[src/rtl/cmd_arb_pkg.sv]
// Package: shared constants and helpers for the command admission arbiter.
// Assumes nothing beyond IEEE 1800-2017 packages.
package cmd_arb_pkg;
    // Direction encoding carried with each command (also the cmd_write bit).
    typedef enum logic {
        DIR_READ  = 1'b0,
        DIR_WRITE = 1'b1
    } dir_e;

    // Width needed to index W items (at least one bit).
    function automatic int idx_width(input int w);
        return (w > 1) ? $clog2(w) : 1;
    endfunction
endpackage

[src/rtl/prio_pick.sv]
// Fixed-priority picker: returns a one-hot grant and the index of the
// lowest-numbered asserted bit. Purely combinational; assumes W >= 1.
module prio_pick #(
    parameter int W = 4,
    localparam int IW = cmd_arb_pkg::idx_width(W)
) (
    input  logic [W-1:0]  req,
    output logic [W-1:0]  gnt,
    output logic          any,
    output logic [IW-1:0] idx
);
    // Scan from the top so the lowest asserted index is the last one written.
    always_comb begin
        gnt = '0;
        idx = '0;
        for (int i = W - 1; i >= 0; i--) begin
            if (req[i]) begin
                gnt    = '0;
                gnt[i] = 1'b1;
                idx    = IW'(i);
            end
        end
        any = |req;
    end
endmodule

[src/rtl/slot_table.sv]
// Slot table: one busy bit per queue slot. It frees a slot on a completion,
// allocates the lowest free slot on admission (a slot freed this cycle
// counts as free), reports the active count and keeps a sticky flag for
// completions on idle slots. Assumes at most one admission per cycle.
module slot_table #(
    parameter int NUM_SLOTS = 8,
    localparam int SW = cmd_arb_pkg::idx_width(NUM_SLOTS),
    localparam int CW = $clog2(NUM_SLOTS + 1)
) (
    input  logic          clk,
    input  logic          rst_n,
    input  logic          alloc_en,
    input  logic          done_valid,
    input  logic [SW-1:0] done_slot,
    output logic          room,
    output logic [SW-1:0] alloc_slot,
    output logic [CW-1:0] active_cnt,
    output logic          err
);
    logic [NUM_SLOTS-1:0] busy;
    logic [NUM_SLOTS-1:0] clr;
    logic [NUM_SLOTS-1:0] avail;
    logic [NUM_SLOTS-1:0] pick;
    logic                 bad_done;

    // Decode a legal completion into a clear mask and flag an illegal one.
    always_comb begin
        clr      = '0;
        bad_done = 1'b0;
        if (done_valid) begin
            if (busy[done_slot]) clr[done_slot] = 1'b1;
            else                 bad_done       = 1'b1;
        end
        avail = ~busy | clr;
    end

    prio_pick #(.W(NUM_SLOTS)) u_free (
        .req (avail),
        .gnt (pick),
        .any (room),
        .idx (alloc_slot)
    );

    // Update the busy bits: release completed slots, claim the allocated one.
    always_ff @(posedge clk) begin
        if (!rst_n) busy <= '0;
        else        busy <= (busy & ~clr) | (alloc_en ? pick : '0);
    end

    // Hold the error flag once a completion hits an idle slot.
    always_ff @(posedge clk) begin
        if (!rst_n)        err <= 1'b0;
        else if (bad_done) err <= 1'b1;
    end

    assign active_cnt = CW'($countones(busy));
endmodule

[src/rtl/dir_select.sv]
// Direction selector: when both read and write have a winner and there is
// room, it alternates, favouring the direction not admitted last.
// Read is favoured after reset.
module dir_select (
    input  logic clk,
    input  logic rst_n,
    input  logic rd_any,
    input  logic wr_any,
    input  logic room,
    output logic take_rd,
    output logic take_wr
);
    logic pref_wr;

    // Decide which direction enters this cycle.
    always_comb begin
        take_rd = room && rd_any && (!wr_any || !pref_wr);
        take_wr = room && wr_any && (!rd_any ||  pref_wr);
    end

    // Turn preference toward the direction just passed over.
    always_ff @(posedge clk) begin
        if (!rst_n)       pref_wr <= 1'b0;
        else if (take_rd) pref_wr <= 1'b1;
        else if (take_wr) pref_wr <= 1'b0;
    end
endmodule

[src/rtl/cmd_admit_arbiter.sv]
// Top: admits at most one burst command per cycle into a queue of
// NUM_SLOTS slots. Reads and writes each go through a fixed-priority
// picker (lowest index wins). Grants are same-cycle pulses; the admitted
// command appears registered one cycle later. Assumes each requester
// holds its request until granted and drops it in the following cycle.
module cmd_admit_arbiter #(
    parameter int NUM_REQ   = 4,
    parameter int NUM_SLOTS = 8,
    parameter int LEN_W     = 4,
    localparam int ID_W   = cmd_arb_pkg::idx_width(NUM_REQ),
    localparam int SLOT_W = cmd_arb_pkg::idx_width(NUM_SLOTS),
    localparam int CNT_W  = $clog2(NUM_SLOTS + 1)
) (
    input  logic                     clk,
    input  logic                     rst_n,
    input  logic [NUM_REQ-1:0]       rd_req,
    input  logic [NUM_REQ*LEN_W-1:0] rd_len,
    input  logic [NUM_REQ-1:0]       wr_req,
    input  logic [NUM_REQ*LEN_W-1:0] wr_len,
    output logic [NUM_REQ-1:0]       rd_gnt,
    output logic [NUM_REQ-1:0]       wr_gnt,
    output logic                     cmd_valid,
    output logic [ID_W-1:0]          cmd_id,
    output logic                     cmd_write,
    output logic [LEN_W-1:0]         cmd_len,
    output logic [SLOT_W-1:0]        cmd_slot,
    input  logic                     done_valid,
    input  logic [SLOT_W-1:0]        done_slot,
    output logic [CNT_W-1:0]         active_cnt,
    output logic                     err_bad_done
);
    import cmd_arb_pkg::*;

    logic [NUM_REQ-1:0] rd_win, wr_win;
    logic               rd_any, wr_any;
    logic [ID_W-1:0]    rd_idx, wr_idx;
    logic               take_rd, take_wr, room;
    logic [SLOT_W-1:0]  alloc_slot;

    prio_pick #(.W(NUM_REQ)) u_rd_pick (
        .req (rd_req), .gnt (rd_win), .any (rd_any), .idx (rd_idx)
    );

    prio_pick #(.W(NUM_REQ)) u_wr_pick (
        .req (wr_req), .gnt (wr_win), .any (wr_any), .idx (wr_idx)
    );

    dir_select u_dir (
        .clk     (clk),
        .rst_n   (rst_n),
        .rd_any  (rd_any),
        .wr_any  (wr_any),
        .room    (room),
        .take_rd (take_rd),
        .take_wr (take_wr)
    );

    slot_table #(.NUM_SLOTS(NUM_SLOTS)) u_slots (
        .clk        (clk),
        .rst_n      (rst_n),
        .alloc_en   (take_rd || take_wr),
        .done_valid (done_valid),
        .done_slot  (done_slot),
        .room       (room),
        .alloc_slot (alloc_slot),
        .active_cnt (active_cnt),
        .err        (err_bad_done)
    );

    // Gate each picker's winner with the direction decision.
    always_comb begin
        rd_gnt = take_rd ? rd_win : '0;
        wr_gnt = take_wr ? wr_win : '0;
    end

    // Register the admitted command with its id, direction, length and slot.
    always_ff @(posedge clk) begin
        if (!rst_n) begin
            cmd_valid <= 1'b0;
            cmd_id    <= '0;
            cmd_write <= DIR_READ;
            cmd_len   <= '0;
            cmd_slot  <= '0;
        end else begin
            cmd_valid <= take_rd || take_wr;
            if (take_wr) begin
                cmd_id    <= wr_idx;
                cmd_write <= DIR_WRITE;
                cmd_len   <= wr_len[wr_idx*LEN_W +: LEN_W];
                cmd_slot  <= alloc_slot;
            end else if (take_rd) begin
                cmd_id    <= rd_idx;
                cmd_write <= DIR_READ;
                cmd_len   <= rd_len[rd_idx*LEN_W +: LEN_W];
                cmd_slot  <= alloc_slot;
            end
        end
    end
endmodule

[config.mk]
export PLATFORM = sky130hd
export DESIGN_NAME = cmd_admit_arbiter
export DESIGN_NICKNAME = d
export VERILOG_FILES = /design/src/rtl/cmd_arb_pkg.sv /design/src/rtl/prio_pick.sv /design/src/rtl/slot_table.sv /design/src/rtl/dir_select.sv /design/src/rtl/cmd_admit_arbiter.sv
export SDC_FILE = /design/constraint.sdc
export NUM_CORES = 1
export LEC_CHECK = 0
export BUFFER_PORTS_ARGS = -buffer_cell sky130_fd_sc_hd__buf_2
export CAP_MARGIN = 20
export CORE_MARGIN = 4
export CORE_UTILIZATION = 51
export DETAILED_ROUTE_END_ITERATION = 10
export MAX_ROUTING_LAYER = met4
export PLACE_DENSITY = 0.86
export SYNTH_ARGS = -nofsm -noshare
export SYNTH_HDL_FRONTEND = slang
export SYNTH_SLANG_ARGS = --single-unit
export TNS_END_PERCENT = 5
[constraint.sdc]
create_clock -name clk -period 5.81 [get_ports clk]
set_input_delay 0 -clock clk [delete_from_list [all_inputs] [get_ports clk]]
set_output_delay 0 -clock clk [all_outputs]
set_load 0.1 [all_outputs]
After elaboration in Yosys (flattened, before gate mapping)
Index checks and enable logic that the tools add are counted.
Cells by class
  order comparisons: 2
  add/subtract/negate cells: 7
  eq/ne operators: 0
  divide/modulo/power cells: 0
  multiply operators: 0
  reduce and logical (&&, ||, !) cells: 15
  bitwise operators: 5
  shift-type cells: 2
  multiplexer cells: 53
Operator list (count)
  two-way mux 8 bit: 11
  two-way mux 4 bit: 12
  variable part select 16 x 5 -> 4 bit: 2
  two-way mux 3 bit: 10
  two-way mux 2 bit: 10
  NOT 8 bit: 2
  OR 8 bit: 2
  adder 4 bit: 3
  adder 1 x 1 -> 2 bit: 4
  bitwise AND 8 bit: 1
  two-way mux 1 bit: 8
  OR reduction 4 bit: 2
  OR reduction 8 bit: 1
  logical AND 1 bit: 5
  less-than comparator 3 x 4 -> 1 bit (second input constant): 1
  binary-select mux 1 bit (select 3 bit): 1
  demux 1 bit (select 3 bit): 1
  greater-or-equal comparator 3 x 1 -> 1 bit (second input constant): 1
  logical NOT 1 bit: 3
  logical OR 1 bit: 3
  nonzero test 2 bit: 1
Storage, ports and cells
  memories: 0
  flip-flop bits (word level): 21
  bits of input ports: 46
  word-level logic and storage cells: 92
  latch bits: 0
  output and inout bits: 24
  bits in read-only memories: 0
  memory bits (writable): 0

Logic depth before layout (Yosys ltp)
  word-level depth: 17
  mapped depth: 7
  mapped depth without buffers: 5

Cells and area by module
Synthesis repeated with hierarchy kept, for this count alone.
Second synthesis, totals
  cells, all modules: 202
  area, all modules: 1634.1 sq um
Modules (own cells, without submodules)
  cmd_admit_arbiter: area each 700.7 sq um, times used 1, cells an instance 77, seq. area each 220.2 sq um
  slot_table: area each 613.1 sq um, times used 1, cells an instance 72, seq. area each 180.2 sq um
  prio_pick (u_slots.u_free): area each 143.9 sq um, times used 1, cells an instance 24, seq. area each 0.0 sq um
  prio_pick (u_rd_pick ...): area each 58.8 sq um, times used 2, cells an instance 10, seq. area each 0.0 sq um
  dir_select: area each 58.8 sq um, times used 1, cells an instance 9, seq. area each 20.0 sq um

Worst setup path after synthesis
OpenSTA, ideal clock, no wires.
  path kind: register to output
  start point: register u_slots.busy[1]
  end point: output wr_gnt[1]
  stages on the path, launching flop included: 5
  data arrival time: 3.317 ns
  slack: 2.493 ns
  data required time: 5.810 ns
  buffers on the path: 0
  path through: dfxtp_1 > mux2i_2 > o311ai_4 > o221ai_4 > nor3b_1
On the way
  word-level cells in the longest chain between the ends: 9
  elaborated cells between the ends (all ways): 10
  classes of those cells: 5 x mux; 2 x bitwise; 3 x reduce/logical
Ends and longest elaborated chain
  start: declaration: line slot_table.sv:20  | logic [NUM_SLOTS-1:0] busy;
  start signal: assignment: line slot_table.sv:47  | else busy <= (busy & ~clr) | (alloc_en ? pick : '0);
  binary-select mux 1 bit (select 3 bit): line slot_table.sv:31  | if (busy[done_slot]) clr[done_slot] = 1'b1;
  two-way mux 1 bit (implied by the code): line slot_table.sv:31
  two-way mux 8 bit: line slot_table.sv:31
  two-way mux 8 bit: line slot_table.sv:30  | if (done_valid) begin
  OR 8 bit (*): line slot_table.sv:34  | avail = ~busy | clr;
  OR reduction 8 bit (*): line prio_pick.sv:23  | any = |req;
  logical AND 1 bit (*) (2 in series): line dir_select.sv:18  | take_wr = room && wr_any && (!rd_any || pref_wr);
  two-way mux 4 bit (*): line cmd_admit_arbiter.sv:73  | wr_gnt = take_wr ? wr_win : '0;
  end: declaration: line cmd_admit_arbiter.sv:21  | output logic [NUM_REQ-1:0] wr_gnt,
Mark *: on every way between the ends. The rest lies on a longest branch, timed or not. The select of a mux whose other input is x is not followed.

Worst setup path in the final report
  start point: register u_slots.busy[6]
  end point: output active_cnt[2]
On the way
  word-level cells in the longest chain between the ends: 3
Ends and longest elaborated chain
  adder 1 x 1 -> 2 bit (implied by the code): line slot_table.sv:56  | assign active_cnt = CW'($countones(busy));
  adder 4 bit (implied by the code) (2 in series): line slot_table.sv:56
  end: declaration: line cmd_admit_arbiter.sv:29  | output logic [CNT_W-1:0] active_cnt,
No other way between the ends.

==> metrics.csv <==
metric;value;unit
status;finished, final reports clean;
synth_common_cells;21 x dfxtp_1, 14 x nor2_1, 12 x nand2_1;
drt_iter0_drc;65;
ant_nets;0;
fmaxAchievable;331;MHz
cp_max_fo;5;
drtPass1Iterations;4;
yosysMostFrequentCell;dfxtp_1;
synth_fp_nets;215;
cts.sinks;21;
crit_required;5.81;ns
syn_area_per_cell;9.88;sq um
syn_inst;159;
async_reset_ff_frac;0;
synth_edf_count;0;
post_route_cells_drive_above_1_share;0.434;
nNetsFinal;283;
tns;0;ns
start_util;0.550;
cts_root_buf;clkbuf_4;
synthTopCellsByArea;dfxtp_1 27%, mux4_2 13%, fa_1 5.1%, ha_1 4.8%, nor2_1 3.3%;
place_inst;253;
wirelength;3900;um
fin_crit;3.02;ns
min_period_over_period;0.520;
dp_hpwl;3290;um
instances_no_fill;257;
drc;0;
ys_types;49;
wl_per_cell;15.2;um
ys_ff_latch;21;
finalHoldViolCount;0;
synthToLayoutAreaGrowth;23.3;%
post-cts-setup-buffers;0;
hp-class;input port to flip-flop;
clock-skew-final;0.00228;ns
die_h;63.5;um
vdd_drop_max;0.107;mV
max_stage_delay;0.47;ns
yosysTopAreaCellShare;0.268;
synth_top_area_cell;dfxtp_1;
whs;0.0273;ns
post_cts_resized;0;
grt_pass1_vias;1483;
tritoncts;done;
grt_pass1_wl;6400;um
rsz0062_at_grt;false;
crit_chain;ha_1, fa_1, fa_1, ha_1, fa_1, buf_2;
cts_made_buffers;3;
diodes;0;
relSlewSlack;0.435;
start_kind;flip-flop;
rows;19;
grtUsageTotal;0.200;
slowest_stage;fa_1;
syn_area;0.00157;sq mm
leakage;0.000884;uW
antenna_found_initial;0;
yosysWarningCount;0;
cts_htree_levels;1;
ys.flop_type;dfxtp_1;
place_congestion;0.818;
grt_max_degree;15;
worstSetupPathType;flip-flop to output pin;
vias_per_cell;5.88;
setup_viol;0;
core_area;0.00285;sq mm
crit_top_cell;fa_1;
tightest_slew;0.842;ns
vias;1512;
clk_latency;0.30;ns
ys_seq_area_frac;0.268;
max_cap_viol_count;0;
powerDensity;213;mW/mm^2
clk_path_buf_depth;2;
die_area;0.00403;sq mm
power.total;412;uW
crit_arrival;3.02;ns
drv_slew;0;
clkSlewWorstSetupHoldPaths;0.12;ns
num_io_pins;70;
cts_hold_buf;0;
grt_overflow;0;
port_buffers;69;
cp-end-kind;output pin;
die_x;63.5;um
## worst max-delay path, delay by kind of cell, from the launching register on
family                     cells  cell delay [ns]
adders and majority gates      5             1.94
buffers and inverters          1             0.42
DFF                            1             0.36
## placed cells by master, fill, tap and decap left out, types with 2 or more instances in the layout
cell / count
nand2_1: 12
o21ai_0: 10
a211o_1: 3
buf_2: 69
mux4_2: 9
ha_1: 6
nor4_2: 2
nor2b_1: 2
nor2_1: 14
a31oi_1: 2
a211oi_1: 2
clkbuf_4: 3
nor3_1: 4
fa_1: 4
a21oi_1: 10
inv_1: 6
dfxtp_1: 21
o21ai_1: 2
nor3_2: 2
o22ai_1: 4
nand2b_1: 2
and2_1: 5
o31a_1: 2
o21a_1: 5
## flip-flops by register name (all words and copies together) (netlist names)
name,flops
u_slots.busy,8
u_slots.err,1
cmd_write,1
u_dir.pref_wr,1
cmd_id,2
cmd_valid,1
cmd_len,4
cmd_slot,3
## logic make-up after synthesis
kind of cell	count (synthesis)	synth area share
AO/OA/AOI/OAI	53	0.259
multiplexers	10	0.138
buffers and inverters	12	0.0438
AND/OR/NAND/NOR	53	0.193
adder cells (fa/ha/maj)	10	0.0988
flip-flops	21	0.268
## final cells by class
| class | count | area (sq um) |
|---|---|---|
| clock inverter | 1 | 5.00 |
| sequential | 21 | 420 |
| fill | 242 | 917 |
| tap | 31 | 38.8 |
| multi-input combinational | 126 | 1080 |
| inverter | 6 | 22.5 |
| timing repair buffer | 69 | 345 |
| clock buffer | 3 | 22.5 |
## layer usage
metal / vias up / global-route usage / routed length, um
met3: 10 / 0.0355 / 354
met5: - / - / 0
li1: 734 / - / -
met4: 0 / 0.0782 / 105
met2: 82 / 0.355 / 1920
met1: 686 / 0.221 / 1520
## path summary, 6_finish.rpt
kind | cells past startpoint | from | slack, ns | to
worst max-delay path | 6 | u_slots.busy[6] | 2.79 | active_cnt[2]
worst min-delay path | 3 | rst_n | 0.03 | u_dir.pref_wr
worst max register to register | 5 | u_slots.busy[2] | 3.72 | cmd_id[1]
worst min register to register | 2 | cmd_write | 0.46 | cmd_write
## metrics by stage
step                utilization  setup WS [ns]  instance area (sq um)
global placement          0.669           3.14                   1910
detailed placement        0.669           3.12                   1910
finish                    0.679           2.79                   1940
floorplan                     -           2.49                   1570
CTS                       0.679           2.77                   1940
global route              0.679           2.66                   1940
## power breakdown
part / total (uW) / internal [uW] / switching, uW
Clock: 70.2 / 25.6 / 44.5
Combinational: 183 / 47.2 / 135
Sequential: 159 / 154 / 5.79
Note: power is estimated with default switching activity, not from simulation.
